## config.mk

```make
export PLATFORM = sky130hd
export DESIGN_NAME = arx_subkey_expander
export DESIGN_NICKNAME = d
export VERILOG_FILES = /design/src/rtl/arx_ks_pkg.sv /design/src/rtl/ks_nibble_regroup.sv /design/src/rtl/ks_bit_permute.sv /design/src/rtl/ks_subkey_combine.sv /design/src/rtl/arx_subkey_expander.sv
export SDC_FILE = /design/constraint.sdc
export NUM_CORES = 1
export LEC_CHECK = 0
export BUFFER_PORTS_ARGS = -buffer_cell sky130_fd_sc_hd__buf_4
export CAP_MARGIN = 20
export CORE_ASPECT_RATIO = 0.75
export CORE_UTILIZATION = 50
export DETAILED_ROUTE_END_ITERATION = 16
export GPL_ROUTABILITY_DRIVEN = 0
export GPL_TIMING_DRIVEN = 1
export PLACE_DENSITY = 0.75
export RECOVER_POWER = 50
export SLEW_MARGIN = 10
export SYNTH_ARGS = -nofsm -noshare
export SYNTH_HDL_FRONTEND = slang
export SYNTH_HIERARCHICAL = 1
export SYNTH_SLANG_ARGS = --single-unit
```

## constraint.sdc

```tcl
create_clock -name clk -period 4 [get_ports clk]
set_clock_uncertainty 0.05 [all_clocks]
set_input_delay 0.2 -clock clk [delete_from_list [all_inputs] [get_ports clk]]
set_output_delay 0.2 -clock clk [all_outputs]
set_load 0.005 [all_outputs]
```

## src/rtl/arx_ks_pkg.sv

```systemverilog
package arx_ks_pkg;
   // Permutation applied to one 16-bit group; order matches group index.
   typedef enum logic [1:0] {
      PERM_REVERSE    = 2'd0,
      PERM_HALF_SWAP  = 2'd1,
      PERM_PAIR_SWAP  = 2'd2,
      PERM_NIBBLE_REV = 2'd3
   } perm_mode_e;

   localparam int NUM_GROUPS = 4;
   localparam int NIB_W      = 4;

   // First key nibble feeding each group (the group then steps by 4 nibbles).
   function automatic int group_base(input int g);
      case (g)
         0:       return 0;
         1:       return 2;
         2:       return 1;
         default: return 3;
      endcase
   endfunction
endpackage

```

## src/rtl/ks_nibble_regroup.sv

```systemverilog
module ks_nibble_regroup
   import arx_ks_pkg::*;
#(
   parameter int SUB_W = 16
) (
   input  logic [NUM_GROUPS*SUB_W-1:0]        key_i,
   output logic [NUM_GROUPS-1:0][SUB_W-1:0]   grp_o
);
   localparam int NIBS_PER_GRP = SUB_W / NIB_W;

   for (genvar g = 0; g < NUM_GROUPS; g++) begin : g_grp
      localparam int BASE = group_base(g);
      for (genvar j = 0; j < NIBS_PER_GRP; j++) begin : g_nib
         // first-listed nibble lands in the most significant slot
         assign grp_o[g][SUB_W-1-NIB_W*j -: NIB_W] =
            key_i[NIB_W*(BASE + NUM_GROUPS*j) +: NIB_W];
      end
   end
endmodule

```

## src/rtl/ks_bit_permute.sv

```systemverilog
module ks_bit_permute
   import arx_ks_pkg::*;
#(
   parameter int         SUB_W = 16,
   parameter perm_mode_e MODE  = PERM_REVERSE
) (
   input  logic [SUB_W-1:0] din_i,
   output logic [SUB_W-1:0] dout_o
);
   localparam int HALF = SUB_W / 2;

   if (MODE == PERM_REVERSE) begin : g_rev
      for (genvar i = 0; i < SUB_W; i++) begin : g_bit
         assign dout_o[i] = din_i[SUB_W-1-i];
      end
   end else if (MODE == PERM_HALF_SWAP) begin : g_half
      assign dout_o = {din_i[HALF-1:0], din_i[SUB_W-1:HALF]};
   end else if (MODE == PERM_PAIR_SWAP) begin : g_pair
      for (genvar i = 0; i < SUB_W; i++) begin : g_bit
         assign dout_o[i] = din_i[i ^ 1];
      end
   end else begin : g_nrev
      for (genvar n = 0; n < SUB_W / NIB_W; n++) begin : g_nib
         for (genvar b = 0; b < NIB_W; b++) begin : g_bit
            assign dout_o[NIB_W*n + b] = din_i[NIB_W*n + NIB_W-1-b];
         end
      end
   end
endmodule

```

## src/rtl/ks_subkey_combine.sv

```systemverilog
module ks_subkey_combine
   import arx_ks_pkg::*;
#(
   parameter int SUB_W = 16
) (
   input  logic [NUM_GROUPS-1:0][SUB_W-1:0] perm_i,
   output logic [4:0][SUB_W-1:0]            sk_o
);
   logic [SUB_W-1:0] add3, add2, x23, x13;

   always_comb begin
      add3 = perm_i[0] + perm_i[1] + perm_i[2];
      add2 = perm_i[0] + perm_i[3];
      x23  = perm_i[2] ^ perm_i[1];
      x13  = perm_i[0] ^ perm_i[2];
      sk_o[0] = add3;
      sk_o[1] = x23;
      sk_o[2] = x13;
      sk_o[3] = add2;
      sk_o[4] = add3 ^ x23 ^ x13 ^ add2;
   end
endmodule

```

## src/rtl/arx_subkey_expander.sv

```systemverilog
module arx_subkey_expander
   import arx_ks_pkg::*;
#(
   parameter int SUB_W      = 16,
   parameter int NUM_ROUNDS = 5,
   parameter int KEY_W      = NUM_GROUPS * SUB_W,
   parameter int RND_W      = $clog2(NUM_ROUNDS)
) (
   input  logic             clk,
   input  logic             rst_n,
   input  logic [KEY_W-1:0] key_i,
   input  logic             load_i,
   input  logic             advance_i,
   output logic [SUB_W-1:0] sk1_o,
   output logic [SUB_W-1:0] sk2_o,
   output logic [SUB_W-1:0] sk3_o,
   output logic [SUB_W-1:0] sk4_o,
   output logic [SUB_W-1:0] sk5_o,
   output logic [RND_W-1:0] round_o,
   output logic             valid_o
);
   localparam int LAST_RND = NUM_ROUNDS - 1;

   // elaboration-time parameter checks
   if (SUB_W % (2*NIB_W) != 0 || SUB_W < 8) begin : g_bad_sub_w
      $error("SUB_W must be a multiple of 8 and at least 8");
   end
   if (KEY_W != NUM_GROUPS * SUB_W) begin : g_bad_key_w
      $error("KEY_W must equal four subkeys");
   end
   if (NUM_ROUNDS < 2 || (1 << RND_W) < NUM_ROUNDS) begin : g_bad_rounds
      $error("NUM_ROUNDS must be at least 2 and fit in RND_W bits");
   end

   logic [KEY_W-1:0]                 key_q;
   logic [RND_W-1:0]                 rnd_q;
   logic                             vld_q;
   logic [NUM_GROUPS-1:0][SUB_W-1:0] grp;
   logic [NUM_GROUPS-1:0][SUB_W-1:0] perm;
   logic [4:0][SUB_W-1:0]            sk;
   logic [KEY_W-1:0]                 key_next;
   logic                             at_last;

   ks_nibble_regroup #(.SUB_W(SUB_W)) u_regroup (
      .key_i (key_q),
      .grp_o (grp)
   );

   for (genvar g = 0; g < NUM_GROUPS; g++) begin : g_perm
      ks_bit_permute #(.SUB_W(SUB_W), .MODE(perm_mode_e'(g))) u_perm (
         .din_i  (grp[g]),
         .dout_o (perm[g])
      );
   end

   ks_subkey_combine #(.SUB_W(SUB_W)) u_combine (
      .perm_i (perm),
      .sk_o   (sk)
   );

   assign key_next = {sk[0], sk[1], sk[2], sk[3]};
   assign at_last  = (rnd_q == RND_W'(LAST_RND));

   always_ff @(posedge clk) begin
      if (!rst_n) begin
         key_q <= '0;
         rnd_q <= '0;
         vld_q <= 1'b0;
      end else if (load_i) begin
         key_q <= key_i;
         rnd_q <= '0;
         vld_q <= 1'b1;
      end else if (advance_i && vld_q) begin
         if (at_last) begin
            vld_q <= 1'b0;
         end else begin
            key_q <= key_next;
            rnd_q <= rnd_q + RND_W'(1);
         end
      end
   end

   assign sk1_o   = sk[0];
   assign sk2_o   = sk[1];
   assign sk3_o   = sk[2];
   assign sk4_o   = sk[3];
   assign sk5_o   = sk[4];
   assign round_o = rnd_q;
   assign valid_o = vld_q;

   assert_load_start_R6: assert property (@(posedge clk) disable iff (!rst_n)
      load_i |=> (valid_o && round_o == '0 && key_q == $past(key_i)));

   assert_load_wins_R10: assert property (@(posedge clk) disable iff (!rst_n)
      (load_i && advance_i && valid_o) |=> (round_o == '0 && key_q == $past(key_i)));

   assert_round_step_R7: assert property (@(posedge clk) disable iff (!rst_n)
      (!load_i && advance_i && valid_o && round_o != RND_W'(LAST_RND))
      |=> (valid_o && round_o == $past(round_o) + RND_W'(1)));

   assert_key_feedback_R7: assert property (@(posedge clk) disable iff (!rst_n)
      (!load_i && advance_i && valid_o && round_o != RND_W'(LAST_RND))
      |=> (key_q == {$past(sk1_o), $past(sk2_o), $past(sk3_o), $past(sk4_o)}));

   assert_end_hold_R8: assert property (@(posedge clk) disable iff (!rst_n)
      (!load_i && advance_i && valid_o && round_o == RND_W'(LAST_RND))
      |=> (!valid_o && $stable(round_o) && $stable(sk5_o) && $stable(sk1_o)));

   assert_idle_hold_R9: assert property (@(posedge clk) disable iff (!rst_n)
      (!load_i && !valid_o) |=> (!valid_o && $stable(round_o) && $stable(key_q)));

   assert_round_range_R7: assert property (@(posedge clk) disable iff (!rst_n)
      valid_o |-> (round_o <= RND_W'(LAST_RND)));
endmodule

```

==> impl_metrics.py, run 1 <==
metrics = {
    "outcome": {
        "outcome": "complete, but fails checks",
        "failed_checks": "capacitance limit, slew limit",
    },
    "critical_path": {
        "crit_arrival_ps": 3610,
        "startpoint_type": "register",
        "crit_fanout": 5,
        "reg2reg_setup_slack_ps": 560,
        "critPathLaunch": "key_q[3]",
        "crit_type": "register to output port",
        "r2r-start": "key_q[52]",
        "end_kind": "output port",
        "crit_required_ps": 3750,
    },
    "clock_tree": {
        "insertion_delay_ps": 340,
        "clk_pin_slew_ps": 60,
        "cts.sinks": 68,
        "numCtsBuffers": 9,
        "clockRootBuffer": "clkbuf_16",
        "tritoncts": "yes",
        "ctsHtreeMaxLevel": 3,
        "clock_path_buffers": 2,
    },
    "yosys": {
        "syn_area_per_cell_um2": 8.144,
        "synth_nets": 930,
        "synth-seq-area-share": 0.2054,
        "postSynthCellCount": 814,
        "ys_ff_latch": 68,
        "syn_area_mm2": 0.006629,
        "yosysUniqueCellTypes": 57,
        "yosysWarnings": 6,
    },
    "routing": {
        "dr.pass1.iters": 6,
        "drtIter0Drc": 593,
        "vias": 6215,
        "wl_per_cell_um": 21.25,
        "postRouteAntennaNets": 0,
        "drc_errors": 0,
        "routed_wl_mm": 21.31,
        "vias_per_cell": 6.196,
    },
    "final_layout": {
        "fillCellCount": 1198,
        "syn2layout_area_growth_pct": 9.475,
        "nNetsFinal": 943,
        "final_cell_mix": "142 x buf_4, 137 x o21ai_0, 70 x nand3_1",
        "drive_gt1_frac": 0.2428,
        "layout_commonest_cell": "buf_4",
        "n_antenna_cell": 0,
    },
    "sta": {
        "min_period_ps": 3858,
        "tightestPinTransition_ps": 2750,
        "post-route-period-util": 0.9645,
        "max_freq_ghz": 0.2592,
        "slew_headroom": -0.8337,
        "setup_viol": 0,
        "tns_ps": 0,
        "grt_setup_unrepaired": "no",
        "drv_slew": 137,
        "fin_hold_ws_ps": 40.32,
        "hold_viol_final": 0,
    },
    "floorplanning": {
        "coreArea_mm2": 0.01297,
        "initial_core_util": 0.5110,
        "io_pins": 152,
        "fp.dieW_um": 135.0,
        "fp.dieH_um": 101.7,
        "row_count": 36,
        "die_area_mm2": 0.01373,
    },
    "global_route": {
        "grt_overflow": 0,
        "grt_pass1_wl_mm": 31.95,
        "grt_pass1_vias": 5511,
        "grt_use_total": 0.3136,
        "antenna_found_initial": 0,
        "grt_max_degree": 69,
    },
    "pwr": {
        "seqPwrFrac": 0.239,
        "power.internal_mw": 2.135,
        "power_switching_mw": 1.254,
        "total_power_mw": 3.390,
        "p_comb_frac": 0.506,
        "swShare": 0.3700,
        "p_leak_nw": 3.170,
        "clkPwrFrac": 0.256,
        "powerDensity_mw_per_mm2": 467.1,
        "vdd_drop_max_uv": 285.1,
    },
    "flow_run": {
        "maxCapViolations": 2,
    },
    "placed_design": {
        "io_buffers": 151,
        "dp_hpwl_mm": 16.34,
    },
    "min_path": {
        "hold_path_class": "input port to register",
        "holdCritStartpoint": "load_i",
    },
}
-- worst paths after layout --
path	endpoint	cells past startpoint
worst min-delay path	valid_o	2
worst max register to register	key_q[63]	15
worst max-delay path	sk5_o[10]	9
worst min register to register	round_o[1]	2
-- power by group through the flow --
stage                     clock network (mW)  logic [mW]  registers, mW
after global routing                   0.902        1.83          0.814
after detailed placement                   0        1.67          0.819
after CTS                              0.872        1.69          0.805
after floorplan                            0        1.06          0.763
final                                  0.867        1.71          0.808
after global placement                     0        1.67          0.818
-- state kept, by name, summed over array words and instances (netlist names) --
name	cells
round_o	3
key_q	64
valid_o	1
-- metal layers --
layer / routed length (um) / up-vias / track usage
li1: - / 2798 / -
met2: 9016 / 457 / 0.4584
met3: 3078 / 47 / 0.1151
met1: 8617 / 2913 / 0.4258
met5: 0 / - / 0
met4: 601 / 0 / 0.1029
-- worst max-delay path: stages, from the launching register on --
cell and delay (ps):
dfxtp_1 370, ha_1 270, fa_1 430, a21o_1 210
a311o_1 400, a21oi_1 260, o21bai_1 120, xor2_1 570
xnor3_1 480, buf_4 150
-- cell usage after synthesis, drive strengths merged --
master / instances / area share
xnor3: 6 / 0.020
mux2i: 1 / 0.0015
nor3b: 2 / 0.0023
o2111a: 1 / 0.0017
o211a: 3 / 0.0057
a21boi: 1 / 0.0011
and3: 2 / 0.0019
and4: 1 / 0.0015
ha: 31 / 0.059
o21a: 2 / 0.0023
a21oi: 31 / 0.024
o221ai: 1 / 0.0013
fa: 17 / 0.051
o2111ai: 2 / 0.0026
xnor2: 40 / 0.053
o32ai: 1 / 0.0013
a311oi: 2 / 0.0026
or3: 5 / 0.0055
xor2: 53 / 0.070
a31oi: 66 / 0.062
nor3: 4 / 0.0038
a31o: 1 / 0.0013
inv: 20 / 0.011
o31ai: 1 / 0.0011
a2111oi: 3 / 0.0051
o21bai: 3 / 0.0034
nand3: 70 / 0.053
nor2: 9 / 0.0055
nand4b: 1 / 0.0013
a221oi: 1 / 0.0013
o21ai: 140 / 0.11
a311o: 1 / 0.0015
o311ai: 1 / 0.0040
mux2: 1 / 0.0017
buf: 155 / 0.18
dfxtp: 68 / 0.21
o31a: 1 / 0.0013
nand2: 27 / 0.016
a21o: 8 / 0.0091
a211oi: 3 / 0.0042
and2: 2 / 0.0025
clkbuf: 26 / 0.015
-- logic make-up after synthesis --
logic type / count (synthesis) / synth area share
AOI/OAI and AO/OA: 273 / 0.2429
xor gates and xnor gates: 99 / 0.1433
adders and majority gates: 48 / 0.1099
buffers and inverters: 201 / 0.2027
DFF: 68 / 0.2054
muxes: 2 / 0.003209
and+or+nand+nor: 123 / 0.09268
-- final cells by class --
type / count / area, um^2 / area share
clock buffers: 12 / 246.5 / 0.03397
multi-input cells: 545 / 3959 / 0.5455
flip-flops and latches: 68 / 1363 / 0.1878
clock inverters: 4 / 72.57 / 0.01000
inverters: 20 / 76.32 / 0.01052
repair buffers: 183 / 1326 / 0.1828
well taps: 171 / 214.0 / 0.02948
-- through the flow --
step                setup WS, ps  utilization  area (um^2)  cells
finish                     141.9       0.5594         7257   1003
global route               23.92       0.5594         7257   1003
CTS                        4.330       0.5613         7282   1002
detailed placement         309.7       0.5357         6949    985
global placement           407.4       0.5357         6949    985
floorplan                  560.0            -         6629    814
-- what timing repair did --
item / 4_1_cts / 5_1_grt
setup endpoints to repair: 2 / 5
setup buffers: 1 / 1
resized for setup: 1 / 5
hold endpoints to repair: 0 / 0
pin swaps: 2 / 3
hold buffers: 0 / 0
Note: power is estimated with default switching activity, not from simulation.
==> inputs of run 2 (changes only) <==
Settings changed: ABC_AREA from default to 1, CORE_ASPECT_RATIO 0.75 to 1.5, HOLD_SLACK_MARGIN from default to 0.1, PLACE_DENSITY 0.75 to 0.74.
==> run 2 against run 1 <==
Synthesized cell count is 57% higher; the run still ends with capacitance limit, slew limit left; setup slack better by 350 ps; combinational power is 25% higher; critical endpoint is now sk5_o[7]; sequential share of layout area is 2.1 points lower; routed wire length is 3.4% higher; clock power is 2% higher; clock-buffer cell count is 3 lower; critical path depth is 5 higher.
==> impl_metrics.py, run 2 <==
metrics = {
    "yosys": {
        "syn_area_mm2": 0.007553,
        "synth_top_family_by_area": "simple AND/OR/NAND/NOR gates",
        "synth_area_leaders": "nand2_1 25%, dfxtp_1 18%, buf_4 13%",
        "synth-seq-area-share": 0.1802,
        "synth_nets": 1392,
        "synth-edff-count": 0,
        "yosysTopAreaCell": "nand2_1",
        "synth_compound_area_frac": 0.02021,
        "synth.area.mux_share": 0,
        "synth_top_cell_area_share": 0.2539,
        "synthTopCellsByCount": "511 x nand2_1, 156 x nor2_1, 153 x inv_1, 130 x buf_4, 68 x dfxtp_1",
        "ys_ff_latch": 68,
        "yosys.area_share.simple": 0.3841,
        "yosysWarnings": 6,
        "synth_fa_ha_area_frac": 0.09641,
        "synth-xor-area-share": 0.09260,
        "yosysUniqueCellTypes": 29,
        "ys.flop_type": "dfxtp_1",
        "async_flop_share": 0,
        "postSynthCellCount": 1276,
        "syn_area_per_cell_um2": 5.920,
        "synth_most_common_cell": "nand2_1",
    },
    "critical_path": {
        "r2r-start": "key_q[2]",
        "crit_fanout": 5,
        "crit_arrival_ps": 3260,
        "crit_type": "register to output port",
        "reg2reg_setup_slack_ps": 900,
        "crit_required_ps": 3750,
        "reg2reg_to": "key_q[63]",
        "end_kind": "output port",
        "reg2regPathDepth": 17,
        "startpoint_type": "register",
    },
    "clock_tree": {
        "numCtsBuffers": 9,
        "cts.sinks": 68,
        "tritoncts": "yes",
        "post_cts_resized": 0,
        "clk_pin_slew_ps": 60,
        "hold_buffers": 1,
        "insertion_delay_ps": 340,
        "cts_setup_buffers": 0,
        "clock_path_buffers": 2,
        "clockRootBuffer": "clkbuf_16",
        "ctsHtreeMaxLevel": 3,
    },
    "placed_design": {
        "io_buffers": 151,
        "dp_hpwl_mm": 17.56,
    },
    "floorplanning": {
        "row_count": 54,
        "initial_core_util": 0.5152,
        "fp.dieW_um": 102.4,
        "fp.dieH_um": 152.5,
        "die_area_mm2": 0.01561,
        "coreArea_mm2": 0.01466,
        "io_pins": 152,
    },
    "routing": {
        "routed_wl_mm": 22.04,
        "wl_met1_mm": 8.752,
        "drtIter0Drc": 471,
        "topRoutingLayerUsed": "met4",
        "wl_per_cell_um": 14.88,
        "postRouteAntennaNets": 0,
        "vias": 7231,
        "drc_errors": 0,
        "dr.pass1.iters": 6,
        "wl_met2_mm": 10.41,
        "routed-wl-met3_mm": 1.591,
        "vias_per_cell": 4.883,
    },
    "global_route": {
        "grt_pass1_vias": 6507,
        "antenna_found_initial": 0,
        "grt_overflow": 0,
        "grt_max_degree": 67,
        "grt_use_total": 0.2869,
        "grt_pass1_wl_mm": 33.39,
    },
    "min_path": {
        "holdCritStartpoint": "key_i[61]",
        "hold_path_class": "input port to register",
        "hold_path_depth": 5,
        "whs_endpoint": "key_q[61]",
    },
    "sta": {
        "slew_headroom": -0.001076,
        "post-route-period-util": 0.8780,
        "min_period_ps": 3512,
        "max_freq_ghz": 0.2847,
        "grt_setup_unrepaired": "no",
        "drv_slew": 1,
        "fin_hold_ws_ps": 126.0,
        "setup_viol": 0,
        "hold_viol_final": 0,
        "tightestPinTransition_ps": 1498,
        "tns_ps": 0,
    },
    "final_layout": {
        "layout_commonest_cell": "nand2_1",
        "syn2layout_area_growth_pct": 7.835,
        "largest-register": "key_q",
        "nNetsFinal": 1396,
        "final_cell_mix": "511 x nand2_1, 156 x nor2_1, 154 x inv_1",
        "largest_reg_flops": 64,
        "multi_input_area_mm2": 0.004482,
        "drive_gt1_frac": 0.1401,
        "seq_area_mm2": 0.001361,
        "fillCellCount": 1490,
        "n_antenna_cell": 0,
    },
    "pwr": {
        "powerDensity_mw_per_mm2": 475.7,
        "p_leak_nw": 4.895,
        "vdd_drop_max_uv": 223.1,
    },
    "flow_run": {
        "maxCapViolations": 1,
    },
    "outcome": {
        "outcome": "complete, but fails checks",
        "failed_checks": "capacitance limit, slew limit",
    },
}
==> run 2: changes by cell type after synthesis, sizes merged, moves of 7 or more <==
cell | previous run | this run
nand3 | 70 | 42
a21o | 8 | 1
a21oi | 31 | 22
nor2 | 9 | 158
clkbuf | 26 | 7
o21ai | 140 | 4
nand3b | 0 | 9
xor2 | 53 | 65
xnor2 | 40 | 14
nand2 | 27 | 516
inv | 20 | 154
a31oi | 66 | 0
==> run 2: worst max-delay path: stages, from the launching register on <==
cell,delay [ps]
dfxtp_1,440
inv_1,90
fa_1,530
inv_1,40
ha_1,220
fa_1,470
nand2_1,120
nand2_1,60
nand3_1,70
nand2_2,90
xor2_1,260
nor2_1,100
nand3b_1,160
nand2_1,130
buf_4,130
==> run 2: where the power goes <==
group / switching, mW / internal [mW] / total, mW
logic: 1.20 / 0.935 / 2.14
registers: 0.109 / 0.746 / 0.854
clock network: 0.335 / 0.550 / 0.885
==> run 2: kinds of logic (layout without fill, tap and decap cells) <==
logic type | count (synthesis) | in the layout
flops | 68 | 68
xor+xnor | 79 | 79
fa+ha+maj | 48 | 48
buf+inv | 317 | 326
simple gates | 735 | 735
compound gates | 29 | 29
==> run 2: per-layer routing <==
| layer | global-route usage | up-vias |
|---|---|---|
| met2 | 0.4736 | 313 |
| met3 | 0.03991 | 64 |
| met5 | 0 | - |
| met4 | 0.1660 | 0 |
| li1 | - | 3668 |
| met1 | 0.3491 | 3186 |
==> run 2: worst max-delay path by stage <==
stage,startpoint,cells after the start,end
floorplan,key_q[2],12,sk5_o[3]
finish,key_q[2],14,sk5_o[7]
CTS,key_q[2],14,sk5_o[7]
global route,load_i,9,key_q[0]
detailed placement,key_q[2],11,sk5_o[3]
global placement,key_q[2],11,sk5_o[3]
==> run 2: cell type report <==
cell class	instances	area share
clock inverter	7	0.01229
clock buffer	9	0.02765
tap	196	0.03011
sequential	68	0.1671
multi-input combinational	891	0.5502
inverter	154	0.07097
timing repair buffer	156	0.1416
==> run 2: stage by stage <==
step / util / cells / setup slack [ps] / cell area, um^2 / power, mW
floorplan: - / 1276 / 1103 / 7553 / 2.237
global placement: 0.5346 / 1464 / 931.1 / 7838 / 2.972
detailed placement: 0.5346 / 1464 / 896.8 / 7838 / 2.997
CTS: 0.5574 / 1481 / 499.0 / 8173 / 3.893
global route: 0.5556 / 1481 / 160.9 / 8145 / 4.145
finish: 0.5556 / 1481 / 488.1 / 8145 / 3.875
==> inputs of run 3 (changes only) <==
Settings changed: ABC_AREA 1 to default, PLACE_DENSITY 0.74 to 0.75.
Clock period 4 ns to 3.6 ns, I/O delays scaled along.
==> run 3 against run 2 <==
The run ends with capacitance limit, slew limit, setup timing left; highest routed layer unchanged; first-iteration DRC count grew 39%; setup slack got worse by 540 ps; sequential power is 3.3% higher; critical path type unchanged; register-to-register slack lost 500 ps.
==> impl_metrics.py, run 3 (synthesis gave the netlist of run 1 again) <==
metrics = {
    "outcome": {
        "outcome": "complete, but fails checks",
        "failed_checks": "capacitance limit, slew limit, setup timing",
    },
    "clock_tree": {
        "clock_path_buffers": 2,
        "tritoncts": "yes",
        "cts.sinks": 68,
        "clk_pin_slew_ps": 60,
        "clockRootBuffer": "clkbuf_16",
        "insertion_delay_ps": 340,
        "numCtsBuffers": 9,
        "ctsHtreeMaxLevel": 3,
    },
    "floorplanning": {
        "coreArea_mm2": 0.01295,
        "io_pins": 152,
        "row_count": 51,
        "fp.dieH_um": 143.0,
        "initial_core_util": 0.5117,
        "fp.dieW_um": 96.02,
        "die_area_mm2": 0.01373,
    },
    "routing": {
        "drc_errors": 0,
        "routed_wl_mm": 23.64,
        "vias_per_cell": 6.279,
        "vias": 6568,
        "postRouteAntennaNets": 0,
        "dr.pass1.iters": 8,
        "drtIter0Drc": 654,
        "wl_per_cell_um": 22.60,
    },
    "pwr": {
        "power.internal_mw": 2.553,
        "p_comb_frac": 0.525,
        "vdd_drop_max_uv": 293.0,
        "p_leak_nw": 3.454,
        "seqPwrFrac": 0.218,
        "power_switching_mw": 1.493,
        "swShare": 0.3689,
        "powerDensity_mw_per_mm2": 517.0,
        "total_power_mw": 4.046,
        "clkPwrFrac": 0.257,
    },
    "final_layout": {
        "final_cell_mix": "178 x buf_4, 134 x o21ai_0, 70 x nand3_1",
        "design_area_mm2": 0.007826,
        "largest_reg_flops": 64,
        "multi_input_area_mm2": 0.004045,
        "nNetsFinal": 998,
        "seq_area_mm2": 0.001366,
        "largest-register": "key_q",
        "final_util": 0.6042,
        "drive_gt1_frac": 0.2852,
        "n_antenna_cell": 0,
        "syn2layout_area_growth_pct": 18.06,
        "stdcell_count": 1046,
        "layout_commonest_cell": "buf_4",
        "fillCellCount": 1142,
    },
    "sta": {
        "fin_hold_ws_ps": 98.08,
        "hold_viol_final": 0,
        "grt_setup_unrepaired": "yes",
        "worst_slack_ps": -51.60,
        "max_freq_ghz": 0.2739,
        "drv_slew": 68,
        "slew_headroom": -0.4928,
        "post-route-period-util": 1.014,
        "tightestPinTransition_ps": 2239,
        "setup_viol": 4,
        "tns_ps": -97.33,
        "min_period_ps": 3652,
    },
    "min_path": {
        "holdCritStartpoint": "key_i[7]",
        "hold_path_depth": 3,
        "hold_path_class": "input port to register",
        "whs_endpoint": "key_q[7]",
    },
    "critical_path": {
        "critPathTopFamily": "compound AO/OA/AOI/OAI gates",
        "critPathBufInv": 4,
        "cp_common_cell": "buf_4",
        "crit_type": "register to output port",
        "end_kind": "output port",
        "r2r-start": "round_o[0]",
        "cp_cell_sequence": "buf_4 -> buf_4 -> fa_1 -> a21o_1 -> a311o_1 -> a21oi_1 -> o21ai_0 -> xor2_1 -> buf_4 -> xnor3_1 -> buf_4",
        "reg2reg_to": "key_q[58]",
        "slowest_stage": "fa_1",
        "reg2reg_setup_slack_ps": 400,
        "crit_required_ps": 3370,
        "reg2regPathDepth": 5,
        "crit_path_max_incr_delay_ps": 460,
        "crit_arrival_ps": 3420,
        "crit_fanout": 5,
        "startpoint_type": "register",
    },
    "global_route": {
        "met3_usage": 0.07029,
        "grt_pass1_wl_mm": 33.91,
        "gr-usage-met1": 0.3968,
        "antenna_found_initial": 1,
        "grt_use_total": 0.3384,
        "grt_overflow": 0,
        "top_usage_layer": "met2",
        "use_met2": 0.5271,
        "grt_pass1_vias": 5929,
        "grt_max_degree": 68,
    },
    "flow_run": {
        "maxCapViolations": 1,
    },
    "placed_design": {
        "placed_cells": 1001,
        "post_dp_cell_area_mm2": 0.007132,
        "io_buffers": 151,
        "dp_hpwl_mm": 17.33,
        "place_ws_ps": 108.3,
    },
}
## run 3: cell types whose count changed in the layout (fill, tap and decap cells not counted), moves of 20 or more
cell,change
a31oi_1,+66
buf_4,+69
dlygate4sd3_1,+20
inv_1,-139
nand2_1,-486
nand3_1,+31
nor2_1,-148
o21ai_0,+131
xnor2_1,+23
## run 3: worst reg2reg max path, cell delays in order (launching register included)
cell and delay (ps):
dfxtp_1 340, inv_1 80, ha_1 200, and2_1 1660, o21ai_0 340, a31oi_1 390
## run 3: layout make-up
type	instances	share of cell area
clock inverter	6	0.01423
sequential	68	0.1746
inverter	20	0.009752
tap	159	0.02542
timing repair buffer	238	0.2299
clock buffer	10	0.02926
multi-input combinational	545	0.5169
## run 3: worst max path at each step
| stage | startpoint | to | slack [ps] | cells past startpoint |
|---|---|---|---|---|
| 6_report | key_q[2] | sk5_o[12] | -50 | 11 |
| 5_1_grt | key_q[52] | sk5_o[13] | -110 | 13 |
| 4_1_cts | key_q[39] | sk5_o[12] | -4 | 8 |
| 3_5_place_dp | key_q[2] | sk5_o[15] | 110 | 13 |
| 3_3_place_gp | key_q[2] | sk5_o[15] | 140 | 13 |
| 2_1_floorplan | key_q[2] | sk5_o[9] | 180 | 13 |
## run 3: power groups by stage
stage          Clock [mW]  Sequential, mW  Combinational, mW
2_1_floorplan           0           0.847               1.18
3_3_place_gp            0           0.892               1.94
3_5_place_dp            0           0.893               1.95
4_1_cts              1.04           0.879               2.00
5_1_grt              1.06           0.886               2.25
6_report             1.04           0.882               2.12
## run 3: what timing repair did
action / in CTS / in global routing
endpoints found under the setup margin: 8 / 8
hold endpoints to repair: 21 / 0
pin swaps: 6 / 12
hold buffers: 21 / 0
buffers inserted: 4 / 5
gates resized for setup: 7 / 21
gates cloned: 0 / 0
## run 3: per-layer routing
layer  part of all wire  routed length [um]
met1               0.35                8351
met2               0.46               10970
met3              0.096                2274
met4              0.086                2040
met5                  0                   0
